==> src/rtl/memsel_pkg.sv <==
package memsel_pkg;

   localparam int NUM_BANKS = 4;

   // widened range type so base + span never wraps
   typedef logic [32:0] span_t;

   typedef struct packed {
      logic                 pio;
      logic                 io;
      logic                 ram;
      logic [NUM_BANKS-1:0] bank;
   } sel_t;

   function automatic logic ranges_meet(input span_t base_a, input span_t len_a,
                                        input span_t base_b, input span_t len_b);
      if (len_a == '0 || len_b == '0) return 1'b0;
      return (base_a < base_b + len_b) && (base_b < base_a + len_a);
   endfunction

endpackage

==> src/rtl/memsel_window.sv <==
module memsel_window
   import memsel_pkg::*;
#(
   parameter int          ADDR_W = 17,
   parameter int unsigned BASE   = 0,
   parameter int unsigned SPAN   = 1
) (
   input  logic [ADDR_W-1:0] addr,
   output logic              hit
);

   localparam span_t LO = span_t'(BASE);
   localparam span_t HI = span_t'(BASE) + span_t'(SPAN);

   generate
      if (SPAN == 0) begin : g_empty
         assign hit = 1'b0;
      end else if (BASE == 0) begin : g_from_zero
         span_t a_w;
         assign a_w = span_t'(addr);
         assign hit = (a_w < HI);
      end else begin : g_range
         span_t a_w;
         assign a_w = span_t'(addr);
         assign hit = (a_w >= LO) && (a_w < HI);
      end
   endgenerate

endmodule

==> src/rtl/memsel_prio.sv <==
module memsel_prio
   import memsel_pkg::*;
(
   input  logic strobe,
   input  sel_t hits,
   output sel_t win
);

   logic                 data_hit;
   logic [NUM_BANKS:0]   taken;
   logic [NUM_BANKS-1:0] bank_win;

   assign data_hit = hits.ram | hits.io | hits.pio;
   assign taken[0] = 1'b0;

   // lowest bank index wins among code banks
   generate
      for (genvar k = 0; k < NUM_BANKS; k++) begin : g_bank_chain
         assign bank_win[k]  = hits.bank[k] & ~taken[k];
         assign taken[k + 1] = taken[k] | hits.bank[k];
      end
   endgenerate

   always_comb begin
      win = '0;
      if (strobe) begin
         if (hits.ram)       win.ram  = 1'b1;
         else if (hits.io)   win.io   = 1'b1;
         else if (hits.pio)  win.pio  = 1'b1;
         else if (!data_hit) win.bank = bank_win;
      end
   end

endmodule

==> src/rtl/memsel_cfgchk.sv <==
module memsel_cfgchk
   import memsel_pkg::*;
#(
   parameter logic [NUM_BANKS-1:0][31:0] BANK_BASE = '0,
   parameter int unsigned BANK_SPAN = 1,
   parameter int unsigned BANK_LOCS = 1,
   parameter int unsigned RAM_BASE  = 0,
   parameter int unsigned RAM_LOCS  = 1,
   parameter int unsigned IO_BASE   = 0,
   parameter int unsigned IO_SPAN   = 1,
   parameter int unsigned PIO_BASE  = 0,
   parameter int unsigned PIO_SPAN  = 1
) (
   input  logic pio_en,
   output logic cfg_fault
);

   localparam int  NPAIR    = NUM_BANKS * NUM_BANKS;
   localparam logic SPAN_BAD = (BANK_SPAN > BANK_LOCS);

   logic [NPAIR-1:0] pair_clash;
   logic             data_clash;
   logic             pio_clash;

   generate
      for (genvar i = 0; i < NUM_BANKS; i++) begin : g_row
         for (genvar j = 0; j < NUM_BANKS; j++) begin : g_col
            if (j > i) begin : g_pair
               assign pair_clash[i*NUM_BANKS + j] =
                  ranges_meet(span_t'(BANK_BASE[i]), span_t'(BANK_SPAN),
                              span_t'(BANK_BASE[j]), span_t'(BANK_SPAN));
            end else begin : g_self
               assign pair_clash[i*NUM_BANKS + j] = 1'b0;
            end
         end
      end
   endgenerate

   assign data_clash = ranges_meet(span_t'(RAM_BASE), span_t'(RAM_LOCS),
                                   span_t'(IO_BASE),  span_t'(IO_SPAN));
   assign pio_clash  = ranges_meet(span_t'(PIO_BASE), span_t'(PIO_SPAN),
                                   span_t'(RAM_BASE), span_t'(RAM_LOCS))
                     | ranges_meet(span_t'(PIO_BASE), span_t'(PIO_SPAN),
                                   span_t'(IO_BASE),  span_t'(IO_SPAN));

   assign cfg_fault = (|pair_clash) | SPAN_BAD | data_clash | (pio_en & pio_clash);

endmodule

==> src/rtl/memsel_decoder.sv <==
module memsel_decoder
   import memsel_pkg::*;
#(
   parameter int ADDR_W   = 17,
   parameter int BANK_KB  = 8,
   parameter int WIDE_BUS = 0,
   parameter logic [NUM_BANKS-1:0][31:0] BANK_BASE =
      {32'h0000_6000, 32'h0000_4000, 32'h0000_2000, 32'h0000_0000},
   parameter int unsigned BANK_SPAN = 32'h2000,
   parameter int unsigned RAM_BASE  = 32'h1000,
   parameter int unsigned IO_BASE   = 32'h5800,
   parameter int unsigned IO_SPAN   = 32'h100,
   parameter int unsigned PIO_BASE  = 32'h1_0000,
   parameter int unsigned PIO_SPAN  = 32'h100
) (
   input  logic                 clk,
   input  logic                 rst,
   input  logic                 addr_strobe,
   input  logic [ADDR_W-1:0]    addr,
   input  logic                 pio_en,
   output logic [NUM_BANKS-1:0] bank_sel,
   output logic                 ram_sel,
   output logic                 io_sel,
   output logic                 pio_sel,
   output logic                 cfg_err
);

   localparam int unsigned BANK_LOCS = (BANK_KB * 1024) >> WIDE_BUS;
   localparam int unsigned RAM_LOCS  = 2048 >> WIDE_BUS;
   localparam int unsigned CODE_LOCS = NUM_BANKS * BANK_LOCS;

   // elaboration-time parameter checks
   generate
      if (BANK_KB != 8 && BANK_KB != 16 && BANK_KB != 32) begin : g_bad_kb
         $error("memsel_decoder: BANK_KB must be 8, 16 or 32");
      end
      if (WIDE_BUS != 0 && WIDE_BUS != 1) begin : g_bad_bus
         $error("memsel_decoder: WIDE_BUS must be 0 or 1");
      end
      if (ADDR_W < $clog2(CODE_LOCS) || ADDR_W > 32) begin : g_bad_aw
         $error("memsel_decoder: ADDR_W cannot cover the code space");
      end
   endgenerate

   sel_t hits;
   sel_t win;
   sel_t sel_q;
   logic pio_raw;
   logic fault;
   logic err_q;

   generate
      for (genvar k = 0; k < NUM_BANKS; k++) begin : g_bank_win
         memsel_window #(
            .ADDR_W (ADDR_W),
            .BASE   (BANK_BASE[k]),
            .SPAN   (BANK_SPAN)
         ) u_bank (
            .addr (addr),
            .hit  (hits.bank[k])
         );
      end
   endgenerate

   memsel_window #(.ADDR_W(ADDR_W), .BASE(RAM_BASE), .SPAN(RAM_LOCS)) u_ram (
      .addr (addr),
      .hit  (hits.ram)
   );

   memsel_window #(.ADDR_W(ADDR_W), .BASE(IO_BASE), .SPAN(IO_SPAN)) u_io (
      .addr (addr),
      .hit  (hits.io)
   );

   memsel_window #(.ADDR_W(ADDR_W), .BASE(PIO_BASE), .SPAN(PIO_SPAN)) u_pio (
      .addr (addr),
      .hit  (pio_raw)
   );

   assign hits.pio = pio_raw & pio_en;

   memsel_prio u_prio (
      .strobe (addr_strobe),
      .hits   (hits),
      .win    (win)
   );

   memsel_cfgchk #(
      .BANK_BASE (BANK_BASE),
      .BANK_SPAN (BANK_SPAN),
      .BANK_LOCS (BANK_LOCS),
      .RAM_BASE  (RAM_BASE),
      .RAM_LOCS  (RAM_LOCS),
      .IO_BASE   (IO_BASE),
      .IO_SPAN   (IO_SPAN),
      .PIO_BASE  (PIO_BASE),
      .PIO_SPAN  (PIO_SPAN)
   ) u_cfgchk (
      .pio_en    (pio_en),
      .cfg_fault (fault)
   );

   always_ff @(posedge clk) begin
      if (rst) begin
         sel_q <= '0;
         err_q <= 1'b0;
      end else begin
         sel_q <= win;
         err_q <= fault;
      end
   end

   assign bank_sel = sel_q.bank;
   assign ram_sel  = sel_q.ram;
   assign io_sel   = sel_q.io;
   assign pio_sel  = sel_q.pio;
   assign cfg_err  = err_q;

endmodule

==> config.mk <==
export PLATFORM = sky130hd
export DESIGN_NAME = memsel_decoder
export DESIGN_NICKNAME = d
export VERILOG_FILES = /design/src/rtl/memsel_pkg.sv /design/src/rtl/memsel_window.sv /design/src/rtl/memsel_prio.sv /design/src/rtl/memsel_cfgchk.sv /design/src/rtl/memsel_decoder.sv
export SDC_FILE = /design/constraint.sdc
export NUM_CORES = 1
export LEC_CHECK = 0
export BUFFER_PORTS_ARGS = -buffer_cell sky130_fd_sc_hd__buf_2
export CAP_MARGIN = 0
export CORE_AREA = 2 2 39 41
export DETAILED_ROUTE_END_ITERATION = 10
export DIE_AREA = 0 0 41 43
export PLACE_DENSITY = 0.7
export SYNTH_ARGS = -nofsm -noshare
export SYNTH_HDL_FRONTEND = slang
export SYNTH_HIERARCHICAL = 1
export SYNTH_SLANG_ARGS = --single-unit
==> constraint.sdc <==
create_clock -name clk -period 2 [get_ports clk]
set_clock_uncertainty 0.2 [all_clocks]
set_input_delay 0.6 -clock clk [delete_from_list [all_inputs] [get_ports clk]]
set_output_delay 0.6 -clock clk [all_outputs]
set_load 0.005 [all_outputs]
* Word-level counts from Yosys, hierarchy flattened
Index checks and enable logic that the tools add are counted.
** Storage, ports and cells
- Register bits :: 7
- Output and inout bits :: 8
- Word-level logic and storage cells :: 42
** Cells by class
- Order comparisons :: 13
- Mux-type cells :: 3
- Bitwise operators :: 12
- Reductions and logical operators :: 10
** Operators with widths (number)
- $ge A17 B15 Y1 const B :: 3
- $lt A17 B15 Y1 const B :: 3
- $ge A17 B13 Y1 const B :: 1
- $ge A17 B14 Y1 const B :: 1
- $ge A17 B17 Y1 const B :: 1
- $lt A17 B13 Y1 const B :: 1
- $lt A17 B14 Y1 const B :: 1
- $lt A17 B16 Y1 const B :: 1
- $lt A17 B17 Y1 const B :: 1
- $logic_and A1 B1 Y1 :: 6
- $reduce_or A6 Y1 :: 1
- $and A1 B1 Y1 :: 4
- $not A1 Y1 :: 4
- $or A1 B1 Y1 :: 4
- $reduce_or A4 Y1 :: 1
- $mux W1 :: 3
- $reduce_or A3 Y1 :: 1
- $reduce_or A2 Y1 :: 1

* Longest topological paths before layout
Gate-level depths: netlist of the first run.
- Depth in word-level cells :: 6
- Depth in mapped cells :: 6
- Mapped depth without buffers :: 6

* Cells and area by module
Netlist of the first run, hierarchy kept.
** Modules (own cells, without submodules)
- memsel_decoder :: times used 1, cells each 17, area an instance 216.5 um^2, sequential area each 160.2 um^2
- memsel_prio :: times used 1, cells each 12, area an instance 108.9 um^2, sequential area each 0.0 um^2
- memsel_window (g_bank_win[1].u_bank ...) :: times used 2, cells each 1, area an instance 15.0 um^2, sequential area each 0.0 um^2
- memsel_window (g_bank_win[0].u_bank ...) :: times used 2, cells each 1, area an instance 12.5 um^2, sequential area each 0.0 um^2
- memsel_window (u_io) :: times used 1, cells each 3, area an instance 25.0 um^2, sequential area each 0.0 um^2
- memsel_window (u_pio) :: times used 1, cells each 3, area an instance 21.3 um^2, sequential area each 0.0 um^2
- memsel_window (u_ram) :: times used 1, cells each 2, area an instance 20.0 um^2, sequential area each 0.0 um^2
- memsel_cfgchk :: times used 1, cells each 2, area an instance 11.3 um^2, sequential area each 0.0 um^2

* Worst setup path before layout of the first run
No wires, ideal clock.
- Kind :: input port to flip-flop
- Start point :: in addr[8]
- End point :: reg sel_q (netlist bit bank_sel[2])
- Data arrival time :: 1820 ps
- Required time :: 1735 ps
- Setup slack :: -85 ps
- Stages :: 6
- Path through :: nor3_1 and4b_1 and2_1 or4b_4 nor4b_4 nor2b_1
** RTL lines
- start, declared :: line memsel_decoder.sv:19 : input logic [ADDR_W-1:0] addr,
- end signal, assigned :: line memsel_decoder.sv:108 : sel_q <= win;
- end, declared :: line memsel_decoder.sv:47 : sel_t sel_q;

==> results of run 1 <==
where the power goes:
part           switching [W]  internal (W)
Clock              0.0000462     0.0000681
Sequential       0.000000321      0.000162
Combinational      0.0000256     0.0000436
Total              0.0000722      0.000273
per-stage QoR:
step	instances	area, µm²	worst slack, ps	hold WS, ps	setup TNS (ps)
final	93	754.5	23.01	409.3	0
after global placement	89	658.1	-255.8	671.0	-795.0
after detailed placement	89	658.1	-285.9	669.2	-926.8
after global routing	93	754.5	-52.07	420.5	-86.08
after floorplan	43	462.9	-78.08	471.6	-96.60
after CTS	93	750.7	0.1834	405.2	0
state kept, by name, indices dropped and copies added, names as in the netlist:
| signal | flops |
|---|---|
| bank_sel | 4 |
| cfg_err | 1 |
| io_sel | 1 |
| pio_sel | 1 |
| ram_sel | 1 |
cell usage in the layout (no fill, tap or decap), types with 2 or more instances in the layout:
master	n
nor2b_1	8
nand2_1	2
dfxtp_1	8
nor4b_2	2
and4b_1	2
nor2_1	2
buf_6	9
nor3_1	2
buf_2	11
nor3_2	2
buf_4	11
clkbuf_4	3
worst max-delay path by stage:
stage / startpoint / end / slack [ps] / cells past startpoint
finish: addr[14] / bank_sel[3] / 20 / 7
global route: addr[14] / bank_sel[3] / -50 / 7
global placement: addr[14] / bank_sel[2] / -260 / 7
floorplan: addr[9] / bank_sel[2] / -80 / 6
detailed placement: addr[14] / bank_sel[2] / -290 / 7
CTS: addr[14] / bank_sel[2] / 0.2 / 7
cell families after synthesis:
group                  share of synthesized area
AND/OR/NAND/NOR                           0.6175
flip-flops                                0.3497
buffers and inverters                    0.02459
other                                   0.008189
repair_timing:
item | in CTS | in global routing
gates cloned | 0 | 0
endpoints found under the setup margin | 1 | 2
gates resized for setup | 11 | 1
endpoints found under the hold margin | 0 | 0
buffers inserted | 1 | 0
pin swaps | 5 | 2
routing by layer:
metal,vias up,global-route usage,wire (µm)
li1,223,-,-
met1,173,0.1614,318
met2,16,0.1938,415
met3,2,0,70
met4,0,0.1400,17
met5,-,0,0
cell type report:
type / instances / area share
clock buffer: 3 / 0.02985
inverter: 1 / 0.004975
multi-input combinational: 33 / 0.3897
sequential: 8 / 0.2123
tap: 16 / 0.02653
timing repair buffer: 32 / 0.3367
worst max-delay path: stages:
cell	delay, ps
buf_8	100
nor4bb_1	130
and4b_1	190
or4b_4	560
buf_6	150
nor4_4	100
nor2b_1	140
==> flow_metrics.tcl, run 1 <==
set metrics [dict create \
    outcome "finished, final reports clean" \
    period_share 0.9885 \
    antenna_left 0 \
    p_per_area_nw_per_um2 458.0 \
    ys_warn_count 6 \
    grt_overflow 0 \
    dp_hpwl_um 681.9 \
    crit_path_end_kind "flip-flop" \
    utilization 0.5452 \
    portBuffers 20 \
    clock.fmax_ghz 0.5058 \
    period_minus_slack_ps 1977 \
    num_vias 414 \
    antenna_found_initial 0 \
    drc 0 \
    grt_pass1_vias 398 \
    rsz0062_at_grt "yes" \
    wl_per_cell_um 8.828 \
    gp_congestion 0.6049 \
    cp_max_fo 4 \
    path_class "primary input to flip-flop" \
    cts_tree "yes" \
    clock_sinks 8 \
    synth_common_cells "8 x dfxtp_1, 8 x nor2b_1, 3 x nor3_1" \
    synthCells 43 \
    start_util 0.3309 \
    leakage_nw 0.3392 \
    hp-class "primary input to flip-flop" \
    num_rows 14 \
    die_w_um 41 \
    viasPerCell 4.452 \
    seq_area_um2 160.2 \
    synthFlopType "dfxtp_1" \
    yosysSeqAreaShare 0.3497 \
    hold_path_depth 2 \
    slew_violations 0 \
    dr.pass1.iters 1 \
    arrival_ps 1960 \
    clk_pin_slew_ps 50 \
    async_flop_share 0 \
    avgSynthCellArea_um2 10.65 \
    multi_input_area_um2 294.0 \
    htreeDepth 1 \
    grt_max_degree 9 \
    synth_cell_types 23 \
    finalHoldViolations 0 \
    ir_drop_mv 0.1270 \
    synth_edf_count 0 \
    hold_buffers 0 \
    start_kind "primary input" \
    total_power_w 0.0003455 \
    critPathRequiredTime_ps 1980 \
    drt-total-wl_um 821 \
    fin_nets 100 \
    clockBufferDepth 2 \
    area_growth_pct 64.75 \
    cts_buffers 3 \
    track_usage 0.1339 \
    die_h_um 43 \
    grt_pass1_wl_um 1587 \
    pin_count 29 \
    synth_top_area_cell "dfxtp_1" \
    min-delay-start "rst" \
    n_antenna_cell 0 \
    setup_viol 0 \
    yosys_register_bits 8 \
    drtIter0Drc 0 \
    synth_nets 64 \
    core_um2 1384 \
    whs_endpoint "bank_sel[0]" \
    dieArea_um2 1763 \
    fillerInstances 125 \
    netlist_top_cells_area "dfxtp_1 35%, nor2b_1 11%, nor4b_2 6.6%" \
    netlist.area_leader.share 0.3497 \
    drv_cap 0 \
    post_route_cells_drive_above_1_share 0.6104 \
    syn_area_um2 457.9 \
    cts_root_buffer "clkbuf_4" \
]
Note: power is estimated with default switching activity, not from simulation.
==> run 2, diff against run 1 <==
--- a/config.mk
+++ b/config.mk
@@ -11,6 +11,7 @@
 export DETAILED_ROUTE_END_ITERATION = 10
 export DIE_AREA = 0 0 41 43
 export PLACE_DENSITY = 0.7
+export RECOVER_POWER = 25
 export SYNTH_ARGS = -nofsm -noshare
 export SYNTH_HDL_FRONTEND = slang
 export SYNTH_HIERARCHICAL = 1
==> flow_metrics.tcl, run 2 (same netlist as run 1, synthesis figures left out) <==
set metrics [dict create \
    fin_nets 100 \
    num_vias 414 \
    pin_count 29 \
    clk_pin_slew_ps 50 \
    start_kind "primary input" \
    drtIter0Drc 0 \
    final.setup.tns_ps 0 \
    slew_violations 0 \
    place_ws_ps -285.9 \
    layout_commonest_cell "buf_4" \
    htreeDepth 1 \
    gp_congestion 0.6049 \
    grt_overflow 0 \
    wl_per_cell_um 8.871 \
    n_antenna_cell 0 \
    portBuffers 20 \
    crit_path_end_kind "flip-flop" \
    cts_tree "yes" \
    final_cell_mix "11 x buf_4, 9 x buf_6, 9 x buf_2" \
    drt-total-wl_um 825 \
    dr.pass1.iters 1 \
    viasPerCell 4.452 \
    clockBufferDepth 2 \
    critPathRequiredTime_ps 1980 \
    finalHoldViolations 0 \
    drc 0 \
    hold_buffers 0 \
    dp_hpwl_um 681.9 \
    antenna_left 0 \
    grt_max_degree 9 \
    clock_sinks 8 \
    period_minus_slack_ps 1977 \
    arrival_ps 1960 \
    hp-class "primary input to flip-flop" \
    hold_path_depth 2 \
    fin_ws_ps 23.01 \
    num_rows 14 \
    start_util 0.3309 \
    area_growth_pct 64.21 \
    setup_viol 0 \
    leakage_nw 0.3304 \
    grt_pass1_vias 398 \
    rsz0062_at_grt "yes" \
    largest_reg_flops 4 \
    die_h_um 43 \
    track_usage 0.1339 \
    core_um2 1384 \
    ir_drop_mv 0.1270 \
    grt_pass1_wl_um 1587 \
    clock.fmax_ghz 0.5058 \
    antenna_found_initial 0 \
    path_class "primary input to flip-flop" \
    fillerInstances 123 \
    cts_root_buffer "clkbuf_4" \
    p_per_area_nw_per_um2 459.5 \
    drv_cap 0 \
    post_route_cells_drive_above_1_share 0.5844 \
    cts_buffers 3 \
    cp_max_fo 4 \
    dieArea_um2 1763 \
    period_share 0.9885 \
    die_w_um 41 \
    outcome "finished, final reports clean" \
]
run 2: changes by cell type in the layout (fill, tap and decap cells not counted), sizes merged:
cell | previous run | this run
clkbuf | 3 | 5
buf | 32 | 30
run 2: worst max-delay path, cell delays in order:
cell	delay (ps)
buf_8	100
nor4bb_1	130
and4b_1	190
or4b_4	560
buf_6	150
nor4_4	100
nor2b_1	140
run 2: routing by layer:
layer  vias up  global-route usage  share of wire
met5         -                   0              0
met4         0              0.1400          0.021
met3         2                   0          0.087
met2        16              0.1938           0.50
met1       173              0.1614           0.39
li1        223                   -              -
run 2: power breakdown:
| part | internal [W] | total [W] | switching [W] |
|---|---|---|---|
| logic | 0.0000436 | 0.0000692 | 0.0000256 |
| clock network | 0.0000681 | 0.000114 | 0.0000462 |
| registers | 0.000162 | 0.000162 | 0.000000328 |
| total | 0.000273 | 0.000346 | 0.0000722 |
run 2: layout make-up:
class                      count  area, µm²  share of cell area
clock buffer                   3      22.52             0.02995
timing repair buffer          32      251.5              0.3344
multi-input combinational     33      294.0              0.3910
tap                           16      20.02             0.02662
inverter                       1      3.754            0.004992
sequential                     8      160.2              0.2130
run 2: path summary, 6_finish.rpt:
kind | start | endpoint | slack, ps
worst min-delay path | rst | bank_sel[0] | 410
worst max-delay path | addr[14] | bank_sel[3] | 20
run 2: repair_timing:
item                                    4_1_cts  5_1_grt
pin swaps                                     5        2
endpoints found under the setup margin        1        2
endpoints found under the hold margin         0        0
resized for setup                            11        1
buffers inserted                              1        0
run 2: through the flow:
| step | cells | instance area (µm²) | total power, W | utilization | hold WS [ps] |
|---|---|---|---|---|---|
| 2_1_floorplan | 43 | 462.9 | 0.0001843 | - | 471.6 |
| 3_3_place_gp | 89 | 658.1 | 0.0002196 | 0.4756 | 671.0 |
| 6_report | 93 | 752.0 | 0.0003455 | 0.5434 | 409.3 |
| 3_5_place_dp | 89 | 658.1 | 0.0002207 | 0.4756 | 669.2 |
| 4_1_cts | 93 | 750.7 | 0.0003523 | 0.5425 | 405.2 |
| 5_1_grt | 93 | 752.0 | 0.0003721 | 0.5434 | 420.5 |
